[src/rtl/alarm_pkg.sv]
package alarm_pkg;

    localparam int FIELD_COUNT = 4;

    typedef enum logic [1:0] {
        FL_IDLE = 2'd0,
        FL_PEND = 2'd1,
        FL_SET  = 2'd2
    } flag_state_e;

    // Compare mask per field: seconds/minutes keep fw-1 bits, hours/date fw-2.
    function automatic logic [31:0] field_mask(input int idx, input int fw);
        int keep;
        keep = (idx < 2) ? (fw - 1) : (fw - 2);
        return (32'd1 << keep) - 32'd1;
    endfunction

    // Legal repeat code that compares the lowest k fields.
    function automatic logic [31:0] legal_code(input int k, input int nf);
        logic [31:0] ones;
        ones = (32'd1 << nf) - 32'd1;
        return (ones << k) & ones;
    endfunction

endpackage

[src/rtl/alarm_rpt_decode.sv]
module alarm_rpt_decode #(
    parameter int NF = 4
) (
    input  logic [NF-1:0] rpt_bits,
    output logic [NF-1:0] cmp_en
);
    localparam int CW = $clog2(NF + 1);

    logic [CW-1:0] ncmp;

    // Legal codes are ones in the top, zeros in the bottom; anything else
    // falls back to comparing nothing (fires every tick).
    always_comb begin
        ncmp = '0;
        for (int k = 0; k <= NF; k++) begin
            logic [31:0] code;
            code = alarm_pkg::legal_code(k, NF);
            if (rpt_bits == code[NF-1:0]) begin
                ncmp = CW'(k);
            end
        end
    end

    for (genvar i = 0; i < NF; i++) begin : g_en
        assign cmp_en[i] = (ncmp > CW'(i));
    end

endmodule

[src/rtl/alarm_field_cmp.sv]
module alarm_field_cmp #(
    parameter int NF = 4,
    parameter int FW = 8
) (
    input  logic [NF*FW-1:0] alm_vec,
    input  logic [NF*FW-1:0] cur_vec,
    input  logic [NF-1:0]    cmp_en,
    output logic             all_match
);
    logic [NF-1:0] field_ok;

    for (genvar i = 0; i < NF; i++) begin : g_fld
        localparam logic [31:0]   MW = alarm_pkg::field_mask(i, FW);
        localparam logic [FW-1:0] M  = MW[FW-1:0];
        logic [FW-1:0] a_val;
        logic [FW-1:0] c_val;
        assign a_val       = alm_vec[i*FW +: FW] & M;
        assign c_val       = cur_vec[i*FW +: FW] & M;
        assign field_ok[i] = !cmp_en[i] || (a_val == c_val);
    end

    assign all_match = &field_ok;

endmodule

[src/rtl/alarm_flag_fsm.sv]
module alarm_flag_fsm
    import alarm_pkg::*;
(
    input  logic clk,
    input  logic rst_n,
    input  logic hit,
    input  logic flags_sel,
    input  logic flags_rd,
    input  logic irq_en,
    input  logic backup_irq_en,
    input  logic on_backup,
    output logic alarm_flag,
    output logic alarm_irq
);
    flag_state_e state_q, state_d;
    logic        rd_clear;

    assign rd_clear = flags_sel && flags_rd;

    always_ff @(posedge clk or negedge rst_n) begin
        if (!rst_n) begin
            state_q <= FL_IDLE;
        end else begin
            state_q <= state_d;
        end
    end

    always_comb begin
        state_d = state_q;
        unique case (state_q)
            FL_IDLE: begin
                if (hit) begin
                    state_d = flags_sel ? FL_PEND : FL_SET;
                end
            end
            FL_PEND: begin
                if (!flags_sel) begin
                    state_d = FL_SET;
                end
            end
            FL_SET: begin
                if (rd_clear) begin
                    state_d = hit ? FL_PEND : FL_IDLE;
                end
            end
            default: state_d = FL_IDLE;
        endcase
    end

    always_comb begin
        alarm_flag = (state_q == FL_SET);
        alarm_irq  = alarm_flag && irq_en && (!on_backup || backup_irq_en);
    end

    AST_READ_CLEARS_FLAG: assert property (@(posedge clk) disable iff (!rst_n)
        (flags_sel && flags_rd && alarm_flag) |=> !alarm_flag);

    AST_NO_SET_WHILE_SEL: assert property (@(posedge clk) disable iff (!rst_n)
        (flags_sel && !alarm_flag) |=> !alarm_flag);

    AST_SET_NEEDS_CAUSE: assert property (@(posedge clk) disable iff (!rst_n)
        (!alarm_flag && !hit && state_q != FL_PEND) |=> !alarm_flag);

    AST_IRQ_NEEDS_ENABLE: assert property (@(posedge clk) disable iff (!rst_n)
        alarm_irq |-> (alarm_flag && irq_en));

    AST_BACKUP_GATE: assert property (@(posedge clk) disable iff (!rst_n)
        (on_backup && !backup_irq_en) |-> !alarm_irq);

endmodule

[src/rtl/rtc_alarm_matcher.sv]
module rtc_alarm_matcher #(
    parameter int FW = 8
) (
    input  logic          clk,
    input  logic          rst_n,
    input  logic          sec_tick,
    input  logic [FW-1:0] cur_sec,
    input  logic [FW-1:0] cur_min,
    input  logic [FW-1:0] cur_hour,
    input  logic [FW-1:0] cur_date,
    input  logic [FW-1:0] alm_sec,
    input  logic [FW-1:0] alm_min,
    input  logic [FW-1:0] alm_hour,
    input  logic [FW-1:0] alm_date,
    input  logic          irq_en,
    input  logic          backup_irq_en,
    input  logic          on_backup,
    input  logic          flags_sel,
    input  logic          flags_rd,
    output logic          alarm_flag,
    output logic          alarm_irq
);
    localparam int NF = alarm_pkg::FIELD_COUNT;
    localparam logic [31:0]   DATE_MW   = alarm_pkg::field_mask(3, FW);
    localparam logic [FW-1:0] DATE_MASK = DATE_MW[FW-1:0];

    logic [NF*FW-1:0] alm_vec;
    logic [NF*FW-1:0] cur_vec;
    logic [NF-1:0]    rpt_bits;
    logic [NF-1:0]    cmp_en;
    logic             all_match;
    logic             disabled;
    logic             hit;

    assign alm_vec  = {alm_date, alm_hour, alm_min, alm_sec};
    assign cur_vec  = {cur_date, cur_hour, cur_min, cur_sec};
    assign rpt_bits = {alm_date[FW-1], alm_hour[FW-1], alm_min[FW-1], alm_sec[FW-1]};

    // Zero repeat bits together with a zero date value switch the alarm off.
    assign disabled = (rpt_bits == '0) && ((alm_date & DATE_MASK) == '0);
    assign hit      = sec_tick && all_match && !disabled;

    alarm_rpt_decode #(.NF(NF)) u_dec (
        .rpt_bits (rpt_bits),
        .cmp_en   (cmp_en)
    );

    alarm_field_cmp #(.NF(NF), .FW(FW)) u_cmp (
        .alm_vec   (alm_vec),
        .cur_vec   (cur_vec),
        .cmp_en    (cmp_en),
        .all_match (all_match)
    );

    alarm_flag_fsm u_fsm (
        .clk           (clk),
        .rst_n         (rst_n),
        .hit           (hit),
        .flags_sel     (flags_sel),
        .flags_rd      (flags_rd),
        .irq_en        (irq_en),
        .backup_irq_en (backup_irq_en),
        .on_backup     (on_backup),
        .alarm_flag    (alarm_flag),
        .alarm_irq     (alarm_irq)
    );

    AST_HIT_ONLY_ON_TICK: assert property (@(posedge clk) disable iff (!rst_n)
        (!sec_tick && !alarm_flag && !flags_sel && !$past(flags_sel) && !$past(sec_tick))
        |=> !alarm_flag);

    AST_DISABLED_SILENT: assert property (@(posedge clk) disable iff (!rst_n)
        (disabled && !alarm_flag && !flags_sel && !$past(flags_sel)) |=> !alarm_flag);

endmodule

[config.mk]
export PLATFORM = sky130hd
export DESIGN_NAME = rtc_alarm_matcher
export DESIGN_NICKNAME = d
export VERILOG_FILES = /design/src/rtl/alarm_pkg.sv /design/src/rtl/alarm_rpt_decode.sv /design/src/rtl/alarm_field_cmp.sv /design/src/rtl/alarm_flag_fsm.sv /design/src/rtl/rtc_alarm_matcher.sv
export SDC_FILE = /design/constraint.sdc
export NUM_CORES = 1
export LEC_CHECK = 0
export ABC_CLOCK_PERIOD_IN_PS = 800
export CORE_ASPECT_RATIO = 0.6
export CORE_UTILIZATION = 20
export CTS_CLUSTER_DIAMETER = 50
export DETAILED_ROUTE_END_ITERATION = 10
export GPL_ROUTABILITY_DRIVEN = 1
export PLACE_DENSITY_LB_ADDON = 0.12
export SYNTH_ARGS = -nofsm -noshare
export SYNTH_HDL_FRONTEND = slang
export SYNTH_SLANG_ARGS = --single-unit
[constraint.sdc]
create_clock -name clk -period 0.8 [get_ports clk]
set_input_delay 0.08 -clock clk [delete_from_list [all_inputs] [get_ports clk]]
set_output_delay 0.08 -clock clk [all_outputs]
set_load 0.005 [all_outputs]
==> results of run 1 <==
## report_power, final
part           leakage [nW]  switching (W)  internal [W]
logic                 0.558       0.000220      0.000400
clock network        0.0216      0.0000786      0.000318
registers            0.0257     0.00000859      0.000117
total                 0.606       0.000308      0.000835
## metal layers
layer,GRT usage [%],up-vias,part of all wire (%)
met5,0,-,0
met4,3.33,0,0
met3,6.98,0,13
met2,25.8,39,48
met1,16.0,314,39
li1,-,371,-
## logic make-up after synthesis
| kind of cell | after synthesis | share of synthesized area, % |
|---|---|---|
| AOI/OAI and AO/OA | 11 | 16.7 |
| buffers and inverters | 3 | 2.43 |
| xor gates and xnor gates | 26 | 50.7 |
| DFF | 2 | 10.8 |
| and+or+nand+nor | 17 | 19.4 |
## worst register-to-register path, delay by kind of cell (launching register included)
family,cells,cell delay (ps)
and+or+nand+nor,2,170
AOI/OAI and AO/OA,1,160
DFF,1,370
buffers and inverters,3,400
## worst max-delay path by stage
stage / startpoint / end / slack (ps) / depth (start not counted)
after CTS: alm_min[0] / u_fsm.state_q[0]$_DFFE_PN0P_ / -690 / 9
after global routing: cur_min[2] / u_fsm.state_q[1]$_DFFE_PN0P_ / -840 / 8
after detailed placement: cur_min[2] / u_fsm.state_q[1]$_DFFE_PN0P_ / -1180 / 8
after global placement: cur_min[2] / u_fsm.state_q[1]$_DFFE_PN0P_ / -1170 / 8
after floorplan: cur_min[2] / u_fsm.state_q[1]$_DFFE_PN0P_ / -600 / 6
final: cur_date[1] / u_fsm.state_q[1]$_DFFE_PN0P_ / -690 / 7
## metrics by stage
step                utilization (%)  total power, W  instances  setup TNS, ps
global placement               55.5        0.000725        160          -3020
floorplan                         -        0.000304         59          -1080
CTS                            58.6         0.00114        167          -1860
finish                         60.3         0.00114        169          -1850
detailed placement             55.5        0.000729        160          -3050
global route                   60.3         0.00123        169          -2190
## timing repair
action / in CTS / in global routing
resized for setup: 71 / 10
pin swaps: 28 / 13
setup endpoints to repair: 4 / 4
hold buffers: 0 / 0
setup buffers: 5 / 2
## synth_stat cells, drive strengths merged
master | n | share of area [%]
xor2 | 19 | 37
xnor2 | 7 | 13
nor4 | 4 | 5.4
a211oi | 3 | 4.9
a21oi | 3 | 3.2
inv | 3 | 2.4
nand2 | 3 | 2.4
nor3 | 3 | 3.2
dfrtp | 2 | 11
nand4 | 2 | 2.7
nor2 | 2 | 1.6
a2111oi | 1 | 2.2
a21boi | 1 | 1.6
a221oi | 1 | 1.9
nand2b | 1 | 1.3
nor2b | 1 | 1.3
o21ai | 1 | 1.1
o41ai | 1 | 1.9
or2 | 1 | 1.3
## layout make-up
type,instances,area [sq um]
tap,30,37.5
fill,198,866
timing repair buffer,77,687
inverter,3,11.3
multi-input combinational,54,487
clock buffer,3,41.3
sequential,2,50.0
==> metrics.md, run 1 <==
| Metric | Value |
|---|---|
| Status | `finished with violations` |
| Failing checks | `design-rule violations, negative setup slack` |
| Commonest non-fill, non-tap cell in the layout | `dlygate4sd2_1` |
| Synthesized area | `roughly 460 sq um` |
| Placed cell areas | `between 1000 and 1500 sq um` |
| Fin crit period | `1490 ps` |
| R2R Setup Slk | `-360 ps` |
| Post-synthesis sequential element count | `2` |
| Clock latency on the worst-skew pair | `~210 ps` |
| Final Hold Fails | `0` |
| Max Root-Sink Buffers | `2` |
| Hold crit path type | `in -> async` |
| Unrepaired setup endpoints after global routing | `true` |
| GRT Util Overall | `14.5%` |
| Synth cell types | `20` |
| Root buf cell | `clkbuf_8` |
| Crit Path Category | `in -> reg` |
| Largest registers | `u_fsm.state_q (2)` |
| Most frequent cells in the layout | `dlygate4sd2_1 (26), clkdlybuf4s50_1 (24), xor2_1 (18)` |
| Peak VDD IR | `0.473 mV` |
| Inserted Diodes | `0` |
| Num Clock Sinks | `2` |
| YS warnings | `0` |
| Row count | `13` |
| Crit-path max cell delay | `410 ps` |
| Die W | `64.2 um` |
| PwrDens | `870 nW/um^2` |
| CP Capture Type | `flop` |
| Worst reg2reg path endpoint | `u_fsm.state_q[0]$_DFFE_PN0P_` |
| WL final | `1790 um` |
| CP delay by family, top | `compound AO/OA/AOI/OAI gates` |
| Area Overhead vs Synth | `183%` |
| R2r worst-path depth | `6` |
| Setup Skew | `3.78 ps` |
| Final instance area | `approximately 1300 sq um` |
| Syn_nets | `131` |
| Syn_area_per_cell | `7.87 sq um` |
| Fin Hold WS | `39.5 ps` |
| Crit path max fanout | `2` |
| Core area | `2180 sq um` |
| Rel. slew slack | `a little over two thirds` |
| Grt total ovfl | `0` |
| First-pass GRT wire length | `between 2000 and 3000 um` |
| Vias after detailed routing | `724` |
| Worst EP arrival | `1610 ps` |
| Largest Register | `u_fsm.state_q` |
| Num ports | `74` |
| Num CTS Buffers | `3` |
| Post-DR vias/cell | `4.28` |
| CP most frequent cell | `a211oi_2` |
| Starting DRC count in detailed routing | `3` |
| Die height | `39.3 um` |
| Max FFs per register | `2` |
| Crit start category | `input port` |
| Placement Setup Slack | `-1180 ps` |
| IO Port Bufs | `65` |
| Worst Max-Slew Pin Slew | `438 ps` |
| Clock-pin slew on the worst setup and hold paths | `around 30 ps` |
| # nets final | `213` |
| Critical-path cell list | `clkdlybuf4s50_1, xor2_1, a211oi_2, a21oi_2, a2111oi_4, a211oi_2, a211oi_1` |
| Setup ws final | `-687 ps` |
| Max H-tree Level | `1` |
| Starting Density | `21.3%` |
| Final count of negative-setup-slack endpoints | `4` |
| Routed len/inst | `10.6 um` |
| Worst Path Required | `920 ps` |
| Max Cap Viol | `0` |
| Vias in the first global route | `680` |
| Antenna violations before repair | `0` |
| Buf+Inv Stages, Crit Path | `1` |
| Placer Congestion | `0.675` |
| DRC | `1` |
| Final HPWL DP | `1420 um` |
| Pin count of the biggest net entering global routing | `5` |
| CTS tree | `built` |
| DRT antenna net count | `0` |
| Slowest CP cell | `clkdlybuf4s50_1` |
| Worst R2R Start | `u_fsm.state_q[0]$_DFFE_PN0P_` |
| Syn Inst Count | `59` |
| Leak | `approximately 0.61 nW` |
| Pins Over Slew Limit | `0` |
| Max Clock Freq | `0.672 GHz` |
| Sequential area share after synthesis | `between 10 and 15%` |
| Die ar. | `2520 sq um` |
| Layout cells sized above 1 | `approximately 28%` |
| DR pass1 iterations | `7` |
| Tcrit/Tclk final | `186%` |
Note: power is estimated with default switching activity, not from simulation.
==> inputs of run 2 (changes only) <==
--- a/config.mk
+++ b/config.mk
@@ -8,7 +8,6 @@
 export ABC_CLOCK_PERIOD_IN_PS = 800
 export CORE_ASPECT_RATIO = 0.6
 export CORE_UTILIZATION = 20
-export CTS_CLUSTER_DIAMETER = 50
 export DETAILED_ROUTE_END_ITERATION = 10
 export GPL_ROUTABILITY_DRIVEN = 1
 export PLACE_DENSITY_LB_ADDON = 0.12
==> results of run 2 <==
No change in the layout: final DEF, timing and power equal those of run 1.
